File: src/rtl/mqr_pkg.sv
package mqr_pkg;
  typedef enum logic [1:0] {
    PH_IDLE = 2'd0,
    PH_OLD  = 2'd1,
    PH_NEW  = 2'd2
  } phase_t;
endpackage

File: src/rtl/mqr_ptrs.sv
module mqr_ptrs #(
  parameter int NQ    = 4,
  parameter int DEPTH = 16,
  localparam int AW   = $clog2(DEPTH)
) (
  input  logic             clk,
  input  logic             rst,
  input  logic [NQ-1:0]    push,
  input  logic [NQ-1:0]    pop,
  output logic [NQ-1:0]    empty,
  output logic [NQ-1:0]    full,
  output logic [NQ*AW-1:0] wptr_flat,
  output logic [NQ*AW-1:0] rptr_flat
);
  localparam logic [AW:0] CNT_MAX = (AW+1)'(DEPTH);

  for (genvar g = 0; g < NQ; g++) begin : g_q
    logic [AW-1:0] wp, rp;
    logic [AW:0]   cnt;

    always_ff @(posedge clk) begin
      if (rst) begin
        wp  <= '0;
        rp  <= '0;
        cnt <= '0;
      end else begin
        if (push[g]) wp <= wp + 1'b1;
        if (pop[g])  rp <= rp + 1'b1;
        case ({push[g], pop[g]})
          2'b10:   cnt <= cnt + 1'b1;
          2'b01:   cnt <= cnt - 1'b1;
          default: cnt <= cnt;
        endcase
      end
    end

    assign empty[g] = (cnt == '0);
    assign full[g]  = (cnt == CNT_MAX);
    assign wptr_flat[g*AW +: AW] = wp;
    assign rptr_flat[g*AW +: AW] = rp;

    assert_no_overflow_R2: assert property (@(posedge clk) disable iff (rst)
      push[g] |-> !full[g]);
    assert_no_underflow_R8: assert property (@(posedge clk) disable iff (rst)
      pop[g] |-> !empty[g]);
  end
endmodule

File: src/rtl/mqr_store.sv
module mqr_store #(
  parameter int DW    = 18,
  parameter int ADDRW = 6,
  localparam int WORDS = 2 ** ADDRW
) (
  input  logic             clk,
  input  logic             rst,
  input  logic             we,
  input  logic [ADDRW-1:0] waddr,
  input  logic [DW-1:0]    wdata,
  input  logic             re,
  input  logic [ADDRW-1:0] raddr,
  output logic [DW-1:0]    rdata
);
  logic [DW-1:0] mem [WORDS];

  always_ff @(posedge clk) begin
    if (we) mem[waddr] <= wdata;
  end

  always_ff @(posedge clk) begin
    if (rst)     rdata <= '0;
    else if (re) rdata <= mem[raddr];
  end
endmodule

File: src/rtl/mqr_seq.sv
module mqr_seq
  import mqr_pkg::*;
#(
  parameter int NQ     = 4,
  parameter int DEVW   = 3,
  parameter int DEV_ID = 2,
  localparam int QW    = $clog2(NQ),
  localparam int RAW   = QW + DEVW
) (
  input  logic            clk,
  input  logic            rst,
  input  logic [RAW-1:0]  rd_addr,
  input  logic            rd_addr_en,
  input  logic            rd_en,
  input  logic            flag_strobe,
  input  logic [NQ-1:0]   q_empty,
  output logic            pop_en,
  output logic [QW-1:0]   pop_q,
  output logic            dout_valid,
  output logic [QW-1:0]   rd_qsel,
  output logic [DEVW-1:0] flag_dev,
  output logic            flag_hit
);
  localparam logic [DEVW-1:0] ID_L = DEVW'(DEV_ID);

  phase_t      phase;
  logic [QW-1:0] old_q;
  logic        dev_match, take, forced, want;

  assign dev_match = (rd_addr[RAW-1:QW] == ID_L);
  assign take      = rd_addr_en & dev_match;

  always_comb begin
    pop_q  = (phase == PH_OLD) ? old_q : rd_qsel;
    forced = (phase != PH_IDLE);
    want   = forced | ~dout_valid | rd_en;
    pop_en = want & ~q_empty[pop_q];
  end

  always_ff @(posedge clk) begin
    if (rst) begin
      phase      <= PH_IDLE;
      old_q      <= '0;
      rd_qsel    <= '0;
      dout_valid <= 1'b0;
      flag_dev   <= '0;
      flag_hit   <= 1'b0;
    end else begin
      if (pop_en)    dout_valid <= 1'b1;
      else if (want) dout_valid <= 1'b0;

      if (take) begin
        old_q   <= rd_qsel;
        rd_qsel <= rd_addr[QW-1:0];
        phase   <= PH_OLD;
      end else begin
        phase <= (phase == PH_OLD) ? PH_NEW : PH_IDLE;
      end

      if (flag_strobe) begin
        flag_dev <= rd_addr[RAW-1:QW];
        flag_hit <= dev_match;
      end
    end
  end

  assert_sel_hold_R5: assert property (@(posedge clk) disable iff (rst)
    !take |=> $stable(rd_qsel));
  assert_flag_hold_R9: assert property (@(posedge clk) disable iff (rst)
    !flag_strobe |=> ($stable(flag_dev) && $stable(flag_hit)));
endmodule

File: src/rtl/mqr_read_port.sv
module mqr_read_port #(
  parameter int NQ     = 4,
  parameter int DW     = 18,
  parameter int DEPTH  = 16,
  parameter int DEVW   = 3,
  parameter int DEV_ID = 2,
  localparam int QW    = $clog2(NQ),
  localparam int AW    = $clog2(DEPTH),
  localparam int RAW   = QW + DEVW
) (
  input  logic            clk,
  input  logic            rst,
  input  logic            wr_en,
  input  logic [QW-1:0]   wr_q,
  input  logic [DW-1:0]   wr_data,
  input  logic [RAW-1:0]  rd_addr,
  input  logic            rd_addr_en,
  input  logic            rd_en,
  input  logic            flag_strobe,
  output logic [DW-1:0]   dout,
  output logic            dout_valid,
  output logic [QW-1:0]   rd_qsel,
  output logic [NQ-1:0]   q_empty,
  output logic [NQ-1:0]   q_full,
  output logic [DEVW-1:0] flag_dev,
  output logic            flag_hit
);
  localparam int ADDRW = QW + AW;

  logic [NQ-1:0]    push_vec, pop_vec;
  logic [NQ*AW-1:0] wptr_flat, rptr_flat;
  logic             push_ok, pop_en;
  logic [QW-1:0]    pop_q;
  logic [ADDRW-1:0] waddr, raddr;

  assign push_ok  = wr_en & ~q_full[wr_q];
  assign push_vec = push_ok ? (NQ'(1) << wr_q) : '0;
  assign pop_vec  = pop_en ? (NQ'(1) << pop_q) : '0;
  assign waddr    = {wr_q, wptr_flat[wr_q*AW +: AW]};
  assign raddr    = {pop_q, rptr_flat[pop_q*AW +: AW]};

  mqr_ptrs #(.NQ(NQ), .DEPTH(DEPTH)) u_ptrs (
    .clk       (clk),
    .rst       (rst),
    .push      (push_vec),
    .pop       (pop_vec),
    .empty     (q_empty),
    .full      (q_full),
    .wptr_flat (wptr_flat),
    .rptr_flat (rptr_flat)
  );

  mqr_store #(.DW(DW), .ADDRW(ADDRW)) u_store (
    .clk   (clk),
    .rst   (rst),
    .we    (push_ok),
    .waddr (waddr),
    .wdata (wr_data),
    .re    (pop_en),
    .raddr (raddr),
    .rdata (dout)
  );

  mqr_seq #(.NQ(NQ), .DEVW(DEVW), .DEV_ID(DEV_ID)) u_seq (
    .clk         (clk),
    .rst         (rst),
    .rd_addr     (rd_addr),
    .rd_addr_en  (rd_addr_en),
    .rd_en       (rd_en),
    .flag_strobe (flag_strobe),
    .q_empty     (q_empty),
    .pop_en      (pop_en),
    .pop_q       (pop_q),
    .dout_valid  (dout_valid),
    .rd_qsel     (rd_qsel),
    .flag_dev    (flag_dev),
    .flag_hit    (flag_hit)
  );

  assert_no_pop_empty_R8: assert property (@(posedge clk) disable iff (rst)
    pop_en |-> !q_empty[pop_q]);
  assert_dout_hold_R4: assert property (@(posedge clk) disable iff (rst)
    !pop_en |=> $stable(dout));
endmodule

File: config.mk
export PLATFORM = sky130hd
export DESIGN_NAME = mqr_read_port
export DESIGN_NICKNAME = d
export VERILOG_FILES = /design/src/rtl/mqr_pkg.sv /design/src/rtl/mqr_ptrs.sv /design/src/rtl/mqr_store.sv /design/src/rtl/mqr_seq.sv /design/src/rtl/mqr_read_port.sv
export SDC_FILE = /design/constraint.sdc
export NUM_CORES = 2
export LEC_CHECK = 0
export ABC_AREA = 0
export BUFFER_PORTS_ARGS = -buffer_cell sky130_fd_sc_hd__buf_2
export CAP_MARGIN = 20
export CORE_MARGIN = 3
export CORE_UTILIZATION = 59
export CTS_BUF_LIST = sky130_fd_sc_hd__clkbuf_8
export CTS_CLUSTER_SIZE = 8
export DETAILED_ROUTE_END_ITERATION = 12
export GPL_ROUTABILITY_DRIVEN = 0
export PLACE_DENSITY = 0.74
export SYNTH_ARGS = -nofsm -noshare
export SYNTH_HDL_FRONTEND = slang
export SYNTH_HIERARCHICAL = 1
export SYNTH_SLANG_ARGS = --single-unit
File: constraint.sdc
create_clock -name clk -period 3.5 [get_ports clk]
set_input_delay 0.525 -clock clk [delete_from_list [all_inputs] [get_ports clk]]
set_output_delay 0.525 -clock clk [all_outputs]
set_load 0.1 [all_outputs]
**After elaboration in Yosys (flattened, before gate mapping)**

Memories as Yosys holds them, arrays and structs flattened. A register that Yosys moved wholly into a read port is not among the register bits.
Cells that the tools add are included.

- Multipliers: 0
- Bitwise gates (word level): 8
- Magnitude comparators: 2
- Reductions and logical operators: 11
- $add $sub $neg: 16
- Mux-type cells: 17
- Equal/unequal tests: 14
- Div/mod/pow operators: 0
- Shift operators: 4

Operators with widths:

| cell | count |
|---|---|
| $pmux W5 S2 | 4 |
| $add A4 B1 Y4 const B | 8 |
| $shiftx A16 B5 Y4 | 2 |
| $add A5 B1 Y5 const B | 4 |
| $eq A5 B5 Y1 const B | 4 |
| $logic_not A5 Y1 | 4 |
| $sub A5 B1 Y5 const B | 4 |
| $reduce_bool A2 Y1 | 6 |
| $eq A2 B1 Y1 const B | 5 |
| $eq A2 B2 Y1 const B | 4 |
| $mux W4 | 2 |
| $shl A1 B2 Y4 const A | 2 |
| $mux W1 | 7 |
| $lt A2 B3 Y1 const B | 2 |
| $bmux W1 S2 | 2 |
| $mux W2 | 2 |
| $and A1 B1 Y1 | 3 |
| $eq A3 B2 Y1 const B | 1 |
| $not A1 Y1 | 3 |
| $or A1 B1 Y1 | 2 |
| $reduce_or A2 Y1 | 1 |

- Memories kept: 1
- Bits in registers: 63
- Output and inout port bits: 33
- Bits in read-only memories: 0
- Bits in latches: 0
- Memory bits (writable): 1,152

Memory list:

| memory | depth | bits a word | rd ports | clocked after memory_dff | wr ports | RTL line | RTL |
|---|---|---|---|---|---|---|---|
| u_store.mem | 64 | 18 | 1 | 1 | 1 | mqr_store.sv:15 | `logic [DW-1:0] mem [WORDS];` |

**Depth between registers and ports, before layout**

- Depth in word-level cells: 9
- Depth in mapped cells: 16
- Mapped depth without buffers: 14

**Hierarchy**

The synthesis kept the hierarchy.

Modules (own cells, without submodules):

| module | seq. area each (um2) | cells each | area an instance (um2) | instances |
|---|---|---|---|---|
| mqr_store | 34,953.5 | 2,277 | 45,102.0 | 1 |
| mqr_ptrs | 1,041.0 | 302 | 2,737.6 | 1 |
| mqr_seq | 220.2 | 52 | 496.7 | 1 |
| mqr_read_port | 0.0 | 24 | 332.8 | 1 |

**Worst setup path before layout**

Ideal clock, no wire load.

- Path type: reg2reg
- Start: register u_ptrs.g_q[3].cnt[1]
- End: register u_ptrs.g_q[3].cnt[4]
- Arrival: 5.375 ns
- Data required time: 3.379 ns
- Path buffers: 1
- Stages on the path, launching flop included: 13
- Setup slack: -1.996 ns
- Cell sequence: dfxtp_1 > or3_1 > nor3b_1 > nor3b_1 > inv_1 > ha_1 > buf_2 > xor2_1 > ha_1 > a21oi_1 > or3b_2 > a31oi_1 > mux2_2

- Cells in the longest elaborated chain, start to end: 8
- Elaborated cells between the ends (all ways): 18

Ends and longest elaborated chain:

| item | RTL line | RTL |
|---|---|---|
| start: declaration | mqr_ptrs.sv:19 | `logic [AW:0] cnt;` |
| start signal: assignment | mqr_ptrs.sv:30 | `2'b10: cnt <= cnt + 1'b1;` |
| start signal: assignment | mqr_ptrs.sv:31 | `2'b01: cnt <= cnt - 1'b1;` |
| start signal: assignment | mqr_ptrs.sv:32 | `default: cnt <= cnt;` |
| $eq A5 B5 Y1 (*) | mqr_ptrs.sv:38 | `assign full[g] = (cnt == CNT_MAX);` |
| named net q_full[3] | mqr_read_port.sv:24 | `output logic [NQ-1:0] q_full,` |
| $bmux W1 S2 (*) | mqr_read_port.sv:36 | `assign push_ok = wr_en & ~q_full[wr_q];` |
| $mux W1 (implied by the code) (*) | mqr_read_port.sv:36 |  |
| $not A1 Y1 (*) | mqr_read_port.sv:36 |  |
| $and A1 B1 Y1 (*) | mqr_read_port.sv:36 |  |
| $mux W4 (*) | mqr_read_port.sv:37 | `assign push_vec = push_ok ? (NQ'(1) << wr_q) : '0;` |
| named net push_vec[3] | mqr_read_port.sv:30 | `logic [NQ-1:0] push_vec, pop_vec;` |
| $eq A2 B1 Y1 / $eq A2 B2 Y1 (equally long branches) | mqr_ptrs.sv:29 | `case ({push[g], pop[g]})` |
| $pmux W5 S2 / $reduce_bool A2 Y1 (equally long branches) | n/a |  |

The timed path passes the listed nets; every way through them passes the cells marked *. The select of a mux whose other input is x is not followed.
A chain may end at the register's enable or synchronous reset.

**Final worst setup path**

- Start: register u_seq.phase[1]
- End: register u_store.rdata[13] (read register of u_store.mem)

- Elaborated cells between the ends (all ways): 10

RTL lines:

| item | RTL line | RTL |
|---|---|---|
| start: declaration | mqr_seq.sv:26 | `phase_t phase;` |
| start signal: assignment | mqr_seq.sv:57 | `phase <= (phase == PH_OLD) ? PH_NEW : PH_IDLE;` |
| $eq A2 B1 Y1 | mqr_seq.sv:34 | `pop_q = (phase == PH_OLD) ? old_q : rd_qsel;` |
| $mux W2 | mqr_seq.sv:34 |  |
| named net pop_q[0] | mqr_read_port.sv:33 | `logic [QW-1:0] pop_q;` |
| $shiftx A16 B5 Y4 | mqr_read_port.sv:40 | `assign raddr = {pop_q, rptr_flat[pop_q*AW +: AW]};` |
| named net raddr[2] | mqr_read_port.sv:34 | `logic [ADDRW-1:0] waddr, raddr;` |
| end: declaration | mqr_store.sv:13 | `output logic [DW-1:0] rdata` |

The timed path passes the listed nets, and every way through them passes these cells. The select of a mux whose other input is x is not followed.

==> results by group <==
Status
  – Outcome: finished clean

Synth
  – Post-synth ARST share: 0%
  – Mapped Area: 48700 um^2
  – Synth warn: 6
  – Area leader, netlist: edfxtp_1
  – Top FF cell, synth: edfxtp_1
  – Register bit count reported by yosys: 1233
  – Synth unique cells: 63
  – Syn nets: 2707
  – Mean post-synth cell area: 18.3 um^2
  – Post-synthesis sequential area ratio: 74.4%
  – Synth area leaders: edfxtp_1 (71%), mux4_2 (7.0%), mux2_2 (5.1%)
  – Post-synth top area share: 71.1%
  – Most frequent cells after synthesis: edfxtp_1 (1152), mux2_2 (222), mux4_2 (152)
  – Count leader, synth: edfxtp_1
  – Post-synth EDFFs: 1152
  – Synth Instances: 2655

Global route
  – M1 GR Usage: 38.8%
  – Initial antenna violation count: 5
  – Met2 Track Usage GR: 45.9%
  – GRT Residual Overflow: 0
  – Number of global-route vias before repair: 27.9k
  – GR peak layer: met2
  – First-pass GRT wire length: 179 mm
  – Met3 Use GR: 6.25%
  – Gr usage total: 28.5%
  – Largest net degree at the start of global routing: 73

Timing
  – Fin. max-slew vios: 0
  – Peak Freq: 0.288 GHz
  – Final hold viol count: 0
  – Worst slew pin tran: 1150 ps
  – Unrepaired setup endpoints after global routing: yes
  – Tcrit/Tclk final: 99.1%
  – Worst rel slew slack: 23.6%
  – Final setup vio count: 0
  – Fin crit period: 3470 ps
  – Clock Skew: 48.4 ps

Floorplan
  – Starting Density: 60.0%
  – Core area: 81100 um^2
  – IO Pins: 64
  – Die Area: 86000 um^2
  – Rows: 104
  – Die width: 293 um
  – Die Ht: 293 um

Route
  – DR vias: 27.4k
  – Residual DRC: 0
  – Final ANT Viol Nets: 0
  – Via density per instance: 6.41
  – Iteration-0 DRC Markers: 3228
  – Drt total wl: 122 mm
  – Drt wl/cell: 28.6 um
  – Drt pass-1 iters: 5

Placed design
  – Detailed placement HPWL: 74.7 mm
  – Port Buf Inserts: 63
  – Inst Count DP: 3899

Setup path
  – Crit. End Element: register
  – Slowest stage cell, crit path: mux4_4
  – R2r setup slk: 30 ps
  – Crit-path cells: nand2b_4, mux2i_4, inv_2, buf_6, mux4_4, buf_12, buf_16, buf_6, mux2_2, o21ai_0, o31ai_2, buf_4, nor3_2, o221ai_1
  – CP required: 4160 ps
  – Worst path max stage delay: 690 ps
  – CP Class: reg2reg
  – Startpoint Class: register
  – Critical Path Fanout Max: 31
  – Arrival time of the worst setup path: 4130 ps
  – Most common cell on crit path: buf_6

Clock tree
  – Clock sink count: 1233
  – Clock tree buffer depth: 3
  – Worst-path clk slew: 60 ps
  – Num CTS Buffers: 189
  – Root buffer cell: clkbuf_8
  – CTS H-tree lvls: 4
  – Worst-Skew Late Latency: 840 ps
  – CTS tree: done

Layout
  – Area Overhead vs Synth: 18.4%
  – Nets: 3125
  – Core Util, Final: 71.1%
  – Post-route insts no fill: 4270
  – Fraction of layout cells with a size suffix above 1: 36.3%

Pwr
  – Leak: 18.9 nW
  – PwrDens: 582 nW/um^2
  – Worst vdd ir: 481 uV

Hold path
  – Min-delay worst type: in2reg

Flow run
  – # Max-Cap Violations: 0
==> path summary, 6_finish.rpt <==
check | from | endpoint | depth (start not counted)
setup reg to reg | u_seq/phase[1] | u_store/rdata[13] | 14
setup / recovery | u_seq/phase[1] | u_store/rdata[13] | 14
hold reg to reg | u_seq/old_q[1] | u_seq/old_q[1] | 2
hold / removal | flag_strobe | u_seq/flag_hit | 3
==> sequential cells by signal (all words and copies together), names as in the netlist <==
| signal | count |
|---|---|
| u_store/rdata | 18 |
| u_seq/rd_qsel | 2 |
| u_ptrs/g_q.wp | 16 |
| u_seq/flag_dev | 3 |
| u_seq/old_q | 2 |
| u_seq/flag_hit | 1 |
| u_seq/phase | 2 |
| u_ptrs/g_q.rp | 16 |
| u_store/mem | 1152 |
| u_ptrs/g_q.cnt | 20 |
| u_seq/dout_valid | 1 |
==> power by group <==
part,internal [mW],switching [mW]
logic,2.61,3.77
clock network,5.35,5.41
registers,16.3,0.146
total,24.2,9.33
==> layout by cell type (no fill, tap or decap), drive strengths merged, types with 9 or more instances in the layout <==
cell type / n
nor2: 126
o22ai: 73
or3: 9
ha: 21
dfxtp: 81
nand4: 10
a211oi: 73
xor2: 29
buf: 368
o21ai: 79
nor2b: 87
clkinv: 20
mux4: 152
a22o: 36
clkbuf: 202
o221ai: 19
nand2b: 11
nand2: 25
a21oi: 14
edfxtp: 1152
inv: 113
mux2i: 21
mux2: 222
or3b: 23
a22oi: 37
o31ai: 37
nor3: 82
==> worst max-delay path, delay by kind of cell, from the launching register on <==
| family | cells | cell delay [ps] |
|---|---|---|
| muxes | 3 | 1170 |
| DFF | 1 | 320 |
| buffers and inverters | 6 | 940 |
| and+or+nand+nor | 2 | 340 |
| AOI/OAI and AO/OA | 3 | 500 |
==> logic make-up (layout without fill, tap and decap cells) <==
logic type	count (synthesis)	count (layout)	share of synthesized area [%]
flip-flops	1233	1233	74.4
AND/OR/NAND/NOR	409	409	4.58
multiplexers	395	395	12.6
AO/OA/AOI/OAI	391	391	5.54
buffers and inverters	169	720	1.66
XOR/XNOR	37	37	0.666
adder cells (fa/ha/maj)	21	21	0.540
other	0	4	0
==> through the flow <==
step / setup TNS [ps] / worst slack (ps) / area, um^2 / hold slack, ps / power [mW]
6_report: 0 / 30.8 / 57600 / 87.7 / 33.5
5_1_grt: -443 / -67.4 / 57600 / 46.4 / 34.7
4_1_cts: -70.2 / -67.0 / 56900 / 9.74 / 33.2
3_5_place_dp: -5180 / -596 / 53000 / 484 / 22.4
3_3_place_gp: -5110 / -627 / 53000 / 474 / 22.3
2_1_floorplan: -1400 / -390 / 48900 / 460 / 20.0
==> per-layer routing <==
metal / part of all wire (%) / wire length, um
met1: 37 / 45600
met2: 49 / 59800
met3: 10 / 12800
met4: 3.2 / 3950
met5: 0.12 / 151
==> cell type report <==
class	instances	area, um^2
Sequential cell	1233	36200
Fill cell	4794	23400
Multi-Input combinational cell	1253	12600
Timing Repair Buffer	385	4100
Clock buffer	196	2700
Tap cell	1060	1330
Clock inverter	128	682
Inverter	11	41.3
Antenna cell	4	10.0
==> timing repair <==
action | in CTS | in global routing
gates cloned | 3 | 6
setup buffers | 11 | 16
pin swaps | 5 | 25
hold endpoints to repair | 6 | 0
setup endpoints to repair | 18 | 22
hold buffers | 8 | 0
gates resized for setup | 51 | 106
No activity file was read; power rests on OpenSTA's default activity.
